`config.mk`:
```
export PLATFORM = sky130hd
export DESIGN_NAME = prd_divider
export DESIGN_NICKNAME = d
export VERILOG_FILES = /design/src/rtl/prd_pkg.sv /design/src/rtl/prd_rate_decode.sv /design/src/rtl/prd_tick_counter.sv /design/src/rtl/prd_event_gen.sv /design/src/rtl/prd_divider.sv
export SDC_FILE = /design/constraint.sdc
export NUM_CORES = 1
export LEC_CHECK = 0
export BUFFER_PORTS_ARGS = -buffer_cell sky130_fd_sc_hd__buf_4
export CELL_PAD_IN_SITES_DETAIL_PLACEMENT = 1
export CELL_PAD_IN_SITES_GLOBAL_PLACEMENT = 1
export CORE_AREA = 5 5 62 64
export CTS_CLUSTER_SIZE = 25
export DETAILED_ROUTE_END_ITERATION = 7
export DIE_AREA = 0 0 67 69
export PLACE_DENSITY_LB_ADDON = 0.1
export REMOVE_ABC_BUFFERS = 1
export SYNTH_ARGS = -nofsm -noshare
export SYNTH_HDL_FRONTEND = slang
export SYNTH_SLANG_ARGS = --single-unit
```
`constraint.sdc`:
```
create_clock -name clk_i -period 3 [get_ports clk_i]
set_input_delay 0.15 -clock clk_i [delete_from_list [all_inputs] [get_ports clk_i]]
set_output_delay 0.15 -clock clk_i [all_outputs]
set_load 0.02 [all_outputs]
```
`src/rtl/prd_pkg.sv`:
```
package prd_pkg;
  typedef struct packed {
    logic flag;
    logic irq;
    logic sqw;
  } prd_evt_t;
endpackage

```
`src/rtl/prd_rate_decode.sv`:
```
module prd_rate_decode #(
  parameter int CNT_W     = 15,
  parameter int CODE_W    = 4,
  parameter int ALIAS_MAX = 2,
  parameter int ALIAS_OFS = 7
) (
  input  logic [CODE_W-1:0] rate_i,
  output logic              run_o,
  output logic [CNT_W-1:0]  mask_o
);
  localparam int EFF_W = CODE_W + 1;

  logic [EFF_W-1:0] eff_code;

  always_comb begin
    if (int'(rate_i) <= ALIAS_MAX) eff_code = EFF_W'(int'(rate_i) + ALIAS_OFS);
    else                           eff_code = EFF_W'(rate_i);
  end

  assign run_o = (rate_i != '0);

  // period = 2^(eff-1); mask holds the low eff-1 bits
  for (genvar i = 0; i < CNT_W; i++) begin : g_mask
    assign mask_o[i] = (i < int'(eff_code) - 1);
  end
endmodule

```
`src/rtl/prd_tick_counter.sv`:
```
module prd_tick_counter #(
  parameter int CNT_W = 15
) (
  input  logic             clk_i,
  input  logic             rst_ni,
  input  logic             tick_i,
  output logic [CNT_W-1:0] cnt_nxt_o
);
  logic [CNT_W-1:0] cnt_q;

  assign cnt_nxt_o = cnt_q + 1'b1;

  always_ff @(posedge clk_i or negedge rst_ni) begin
    if (!rst_ni)     cnt_q <= '0;
    else if (tick_i) cnt_q <= cnt_nxt_o;
  end
endmodule

```
`src/rtl/prd_event_gen.sv`:
```
module prd_event_gen
  import prd_pkg::*;
#(
  parameter int CNT_W = 15
) (
  input  logic             clk_i,
  input  logic             rst_ni,
  input  logic             tick_i,
  input  logic             run_i,
  input  logic             pie_i,
  input  logic             sqwe_i,
  input  logic [CNT_W-1:0] cnt_nxt_i,
  input  logic [CNT_W-1:0] mask_i,
  output prd_evt_t         evt_o
);
  logic     boundary;
  logic     hit;
  prd_evt_t evt_d;

  assign boundary = ((cnt_nxt_i & mask_i) == '0);
  assign hit      = tick_i & run_i & (pie_i | sqwe_i) & boundary;

  always_comb begin
    evt_d.flag = hit;
    evt_d.irq  = hit & pie_i;
    evt_d.sqw  = hit & sqwe_i;
  end

  always_ff @(posedge clk_i or negedge rst_ni) begin
    if (!rst_ni) evt_o <= '0;
    else         evt_o <= evt_d;
  end
endmodule

```
`src/rtl/prd_divider.sv`:
```
module prd_divider
  import prd_pkg::*;
#(
  parameter int CNT_W     = 15,
  parameter int CODE_W    = 4,
  parameter int ALIAS_MAX = 2,
  parameter int ALIAS_OFS = 7
) (
  input  logic              clk_i,
  input  logic              rst_ni,
  input  logic              tick_i,
  input  logic [CODE_W-1:0] rate_i,
  input  logic              pie_i,
  input  logic              sqwe_i,
  output logic              flag_set_o,
  output logic              irq_o,
  output logic              sqw_o
);
  logic             run;
  logic [CNT_W-1:0] mask;
  logic [CNT_W-1:0] cnt_nxt;
  prd_evt_t         evt;

  prd_rate_decode #(
    .CNT_W(CNT_W), .CODE_W(CODE_W), .ALIAS_MAX(ALIAS_MAX), .ALIAS_OFS(ALIAS_OFS)
  ) u_dec (
    .rate_i(rate_i), .run_o(run), .mask_o(mask)
  );

  prd_tick_counter #(.CNT_W(CNT_W)) u_cnt (
    .clk_i(clk_i), .rst_ni(rst_ni), .tick_i(tick_i), .cnt_nxt_o(cnt_nxt)
  );

  prd_event_gen #(.CNT_W(CNT_W)) u_evt (
    .clk_i(clk_i), .rst_ni(rst_ni), .tick_i(tick_i), .run_i(run),
    .pie_i(pie_i), .sqwe_i(sqwe_i), .cnt_nxt_i(cnt_nxt), .mask_i(mask),
    .evt_o(evt)
  );

  assign flag_set_o = evt.flag;
  assign irq_o      = evt.irq;
  assign sqw_o      = evt.sqw;
endmodule

```
Word level (Yosys, flattened, before mapping)

Cells that the tools add are included.

Input bits: 9
Word-level logic and storage cells: 33
Output and inout bits: 3
Flip-flop bits (word level): 18

Add/subtract/negate cells: 3
Bitwise logic cells: 7
Multiplexer cells: 1
$lt $le $gt $ge: 16
Reductions and logical operators: 2

Operator list:

| cell                                                                              | count |
|---|---|
| 5-bit by 32-bit < comparator with 1-bit output (first input constant)             | 7 |
| 4-bit by 32-bit < comparator with 1-bit output (first input constant)             | 4 |
| 3-bit by 32-bit < comparator with 1-bit output (first input constant)             | 2 |
| 1-bit by 32-bit < comparator with 1-bit output (first input constant)             | 1 |
| 2-bit by 32-bit < comparator with 1-bit output (first input constant)             | 1 |
| 15-bit by 1-bit adder with 15-bit output (second input constant)                  | 1 |
| 15-bit AND                                                                        | 1 |
| 15-bit zero test                                                                  | 1 |
| 5-bit by 1-bit subtractor with 6-bit output (second input constant)               | 1 |
| 4-bit by 3-bit adder with 5-bit output (second input constant)                    | 1 |
| 1-bit AND                                                                         | 5 |
| 5-bit two-way mux                                                                 | 1 |
| 4-bit by 2-bit less-or-equal comparator with 1-bit output (second input constant) | 1 |
| 4-bit nonzero test                                                                | 1 |
| 1-bit bitwise OR                                                                  | 1 |

Logic depth before layout (Yosys ltp)

Depth in word-level cells: 8
Gate-level depth with buffers: 12
Mapped depth without buffers: 12

Cells and area by module

Synthesis repeated with hierarchy kept, for this count alone.

Cell total of the unflattened synthesis: 157
Area total of the unflattened synthesis: 1423.9 sq um

By module, submodules not included:

| module           | area each (sq um) | cells an instance | times used |
|---|---|---|---|
| prd_tick_counter | 914.6             | 91                | 1 |
| prd_rate_decode  | 310.3             | 45                | 1 |
| prd_event_gen    | 198.9             | 21                | 1 |

Worst setup path before layout

Ideal clock, no wire load.

Path kind: reg-to-reg
Start: register u_cnt.cnt_q[0]
End: register u_evt.evt_o[0] (netlist name)
Setup slack: 872 ps
Cell stages (with the launch flop): 9
Library setup time: 88 ps
Data arrival time: 2039 ps
Cell sequence: dfrtp_1 -> ha_1 -> nand3_4 -> nor3_4 -> mux2i_1 -> a21oi_1 -> o41ai_2 -> nand4b_1 -> nor3b_1

RTL lines:

| item                   | RTL line               | RTL |
|---|---|---|
| from (decl)            | prd_tick_counter.sv:9  | `logic [CNT_W-1:0] cnt_q;` |
| from (signal assigned) | prd_tick_counter.sv:15 | `else if (tick_i) cnt_q <= cnt_nxt_o;` |
| to (signal assigned)   | prd_event_gen.sv:31    | `else evt_o <= evt_d;` |
| to (decl)              | prd_event_gen.sv:14    | `output prd_evt_t evt_o` |

==> metrics.md <==
| Metric | Value |
|---|---|
| Setup TNS | 0 ns |
| Clock root cell | clkbuf_4 |
| Post-synth EDFFs | 0 |
| Overflow after GRT | 0 |
| Sequential cell area | 450 um2 |
| Avg Inst Size Synth | 9.01 um2 |
| Most used DFF post-synth | dfrtp_1 |
| Setup violators final | 0 |
| Largest net degree at the start of global routing | 19 |
| P&R area growth vs syn | 10.6% |
| Drt total wl | 3320 um |
| Vias in the first global route | 1,205 |
| RSZ-0062 raised after global routing | false |
| ANT nets after route | 0 |
| Commonest cells after routing, fill and taps aside | 18 x xnor2_1, 18 x dfrtp_1, 15 x nand2_1, 11 x buf_4, 10 x xor2_1 |
| Register area share after synthesis | 32.3% |
| Required time of the critical path | 3.22 ns |
| DRC Markers | 0 |
| Number of synthesized register bits | 18 |
| Crit Path Class | flip-flop to flip-flop |
| Core area | 3230 um2 |
| Hold Path End | u_evt.evt_o[0] |
| Die span in x | 67 um |
| Netlist Area Pre-Place | 1400 um2 |
| Post-Synthesis Cells | 155 |
| Startpoint types | flip-flop |
| Nets | 179 |
| Ports | 12 |
| Proportion of layout cells with a drive suffix above 1 | 13.5% |
| H-Tree Depth | 1 |
| Worst r2r dst | u_evt.evt_o[1] |
| Warnings from Yosys | 0 |
| First-pass GRT wire length | 5690 um |
| Period minus WS final | 2.47 ns |
| Pre-Repair DR Iteration Count | 4 |
| Fillers | 401 |
| CTS Buf Count | 3 |
| FF-to-FF path depth | 8 |
| Post-DP HPWL | 2590 um |
| Initial core utilization | 43.2% |
| I/O Buffers | 11 |
| Pwr Density | 564 nW/um2 |
| Status | completed |
| Slew HR | 48.9% |
| CTS tree | built |
| Clock Sinks | 18 |
| Part of the cycle the worst path needs | 82.2% |
| Worst hold start | sqwe_i |
| # rows | 21 |
| Max-cap viol count | 0 |
| Inserted Diodes | 0 |
| Multi-input gate area | 881 um2 |
| Crit end category | flip-flop |
| Utilization after layout | 47.8% |
| CP Data Arrival Time | 2.69 ns |
| Vias | 1,149 |
| Post-CTS Repair Setup Buffers | 0 |
| Tot GR Track Use | 15.6% |
| Final hold viol count | 0 |
| Height of the die | 69 um |
| Fin. max-slew vios | 0 |
| Avg WL per Cell | 15.9 um |
| Clock buffer depth | 2 |
| Yosys cell types | 41 |
| Skew final | 0.0111 ns |
| First DRT Iteration DRCs | 42 |
| Total power | 871 uW |
| Worst-Margin Slew | 0.759 ns |
| Vias per cell | 5.50 |
| Clock Latency Late Sink | 0.31 ns |
| Die area | 4620 um2 |
| GPL Wtd Cong | 0.781 |
| R2R setup slack | 0.53 ns |
| Synth async-reset ratio | 100% |
| Worst r2r src | u_cnt.cnt_q[0] |
| Maximum operating frequency | 405 MHz |
| Leakage Power | 0.000651 uW |
| Initial antenna violation count | 0 |
| Hold Crit Class | primary input to flip-flop |
| VDD IR max | 534 uV |
| Critical-path maximum fanout | 8 |
| Clk slew on worst S/H paths | 0.13 ns |
| Hold Crit Depth | 2 |
## flip-flops by register name, indices dropped and copies added, names as in the netlist
name / cells
u_evt.evt_o: 3
u_cnt.cnt_q: 15
## worst max-delay path by stage
| stage | cells after the start | to | slack [ns] | from |
|---|---|---|---|---|
| floorplan | 8 | u_evt.evt_o[0] | 0.86 | u_cnt.cnt_q[0] |
| global placement | 12 | u_evt.evt_o[1] | 0.43 | rate_i[0] |
| detailed placement | 13 | u_evt.evt_o[1] | 0.41 | rate_i[0] |
| CTS | 7 | u_evt.evt_o[1] | 0.52 | u_cnt.cnt_q[0] |
| global route | 7 | u_evt.evt_o[1] | 0.33 | u_cnt.cnt_q[0] |
| finish | 8 | u_evt.evt_o[1] | 0.53 | u_cnt.cnt_q[0] |
## what timing repair did
action | CTS | global route
hold endpoints to repair | 18 | 0
resized for setup | 0 | 0
hold buffers | 1 | 0
## cells in the mapped netlist, types with 2 or more instances
cell,number,share of area (%)
a21oi_1,6,2.2
and3_1,2,0.90
nand2b_1,2,0.90
dfrtp_1,18,32
buf_2,6,2.2
nor2_1,9,2.4
nor4_1,4,1.8
nand3_1,3,1.1
a31oi_1,2,0.90
mux2i_1,2,1.4
nand4_1,5,2.2
a31o_2,2,1.3
xnor2_1,18,11
nor3b_1,2,1.1
nand2_1,15,4.0
xor2_1,10,6.3
and4_1,2,1.3
and4b_1,2,1.4
a211oi_1,2,1.1
ha_1,6,5.4
inv_1,7,1.9
nor2b_1,2,0.90
nand3_4,2,2.5
nor3_1,9,3.2
## cell type report
class	count	area share, %
Multi-Input combinational cell	122	57.1
Sequential cell	18	29.2
Timing Repair Buffer	12	6.00
Tap cell	46	3.73
Clock buffer	4	2.35
Inverter	7	1.70
## kinds of logic (layout without fill, tap and decap cells)
kind of cell	Yosys count	in the layout	synth area share (%)
buffers and inverters	15	23	4.66
adder cells (fa/ha/maj)	6	6	5.38
flip-flops	18	18	32.3
AND/OR/NAND/NOR	63	63	26.5
AO/OA/AOI/OAI	22	22	11.4
XOR/XNOR	28	28	17.6
multiplexers	3	3	2.24
## critical path, cell delays in order, from the launching register on
cell and delay, ns:
dfrtp_1 0.50, ha_1 0.35, nand3_4 0.15, nor3_4 0.28
mux2i_1 0.22, a21oi_1 0.12, o41ai_2 0.37, nand4b_1 0.19
nor3b_1 0.20
## layer usage
metal | up-vias | GRT usage [%] | part of all wire, %
met5 | - | 0 | 0
met4 | 0 | 4.73 | 1.9
met3 | 6 | 3.08 | 3.1
met2 | 17 | 24.5 | 47
met1 | 557 | 21.4 | 48
li1 | 569 | - | -
## report_power, final
part           total, uW  internal (uW)  switching, uW
sequential           390            288            102
clock                161           74.0           87.2
combinational        320            154            166
total                871            516            355
## metrics by stage
stage / worst slack (ns) / instances / area [um2] / hold slack (ns)
floorplan: 0.864 / 147 / 1360 / -0.146
finish: 0.533 / 209 / 1540 / 0.101
CTS: 0.515 / 209 / 1540 / 0.0976
global route: 0.332 / 209 / 1540 / 0.0909
detailed placement: 0.410 / 204 / 1500 / 0.0402
global placement: 0.428 / 204 / 1500 / 0.0359
Power figures use the tool's default switching activity.
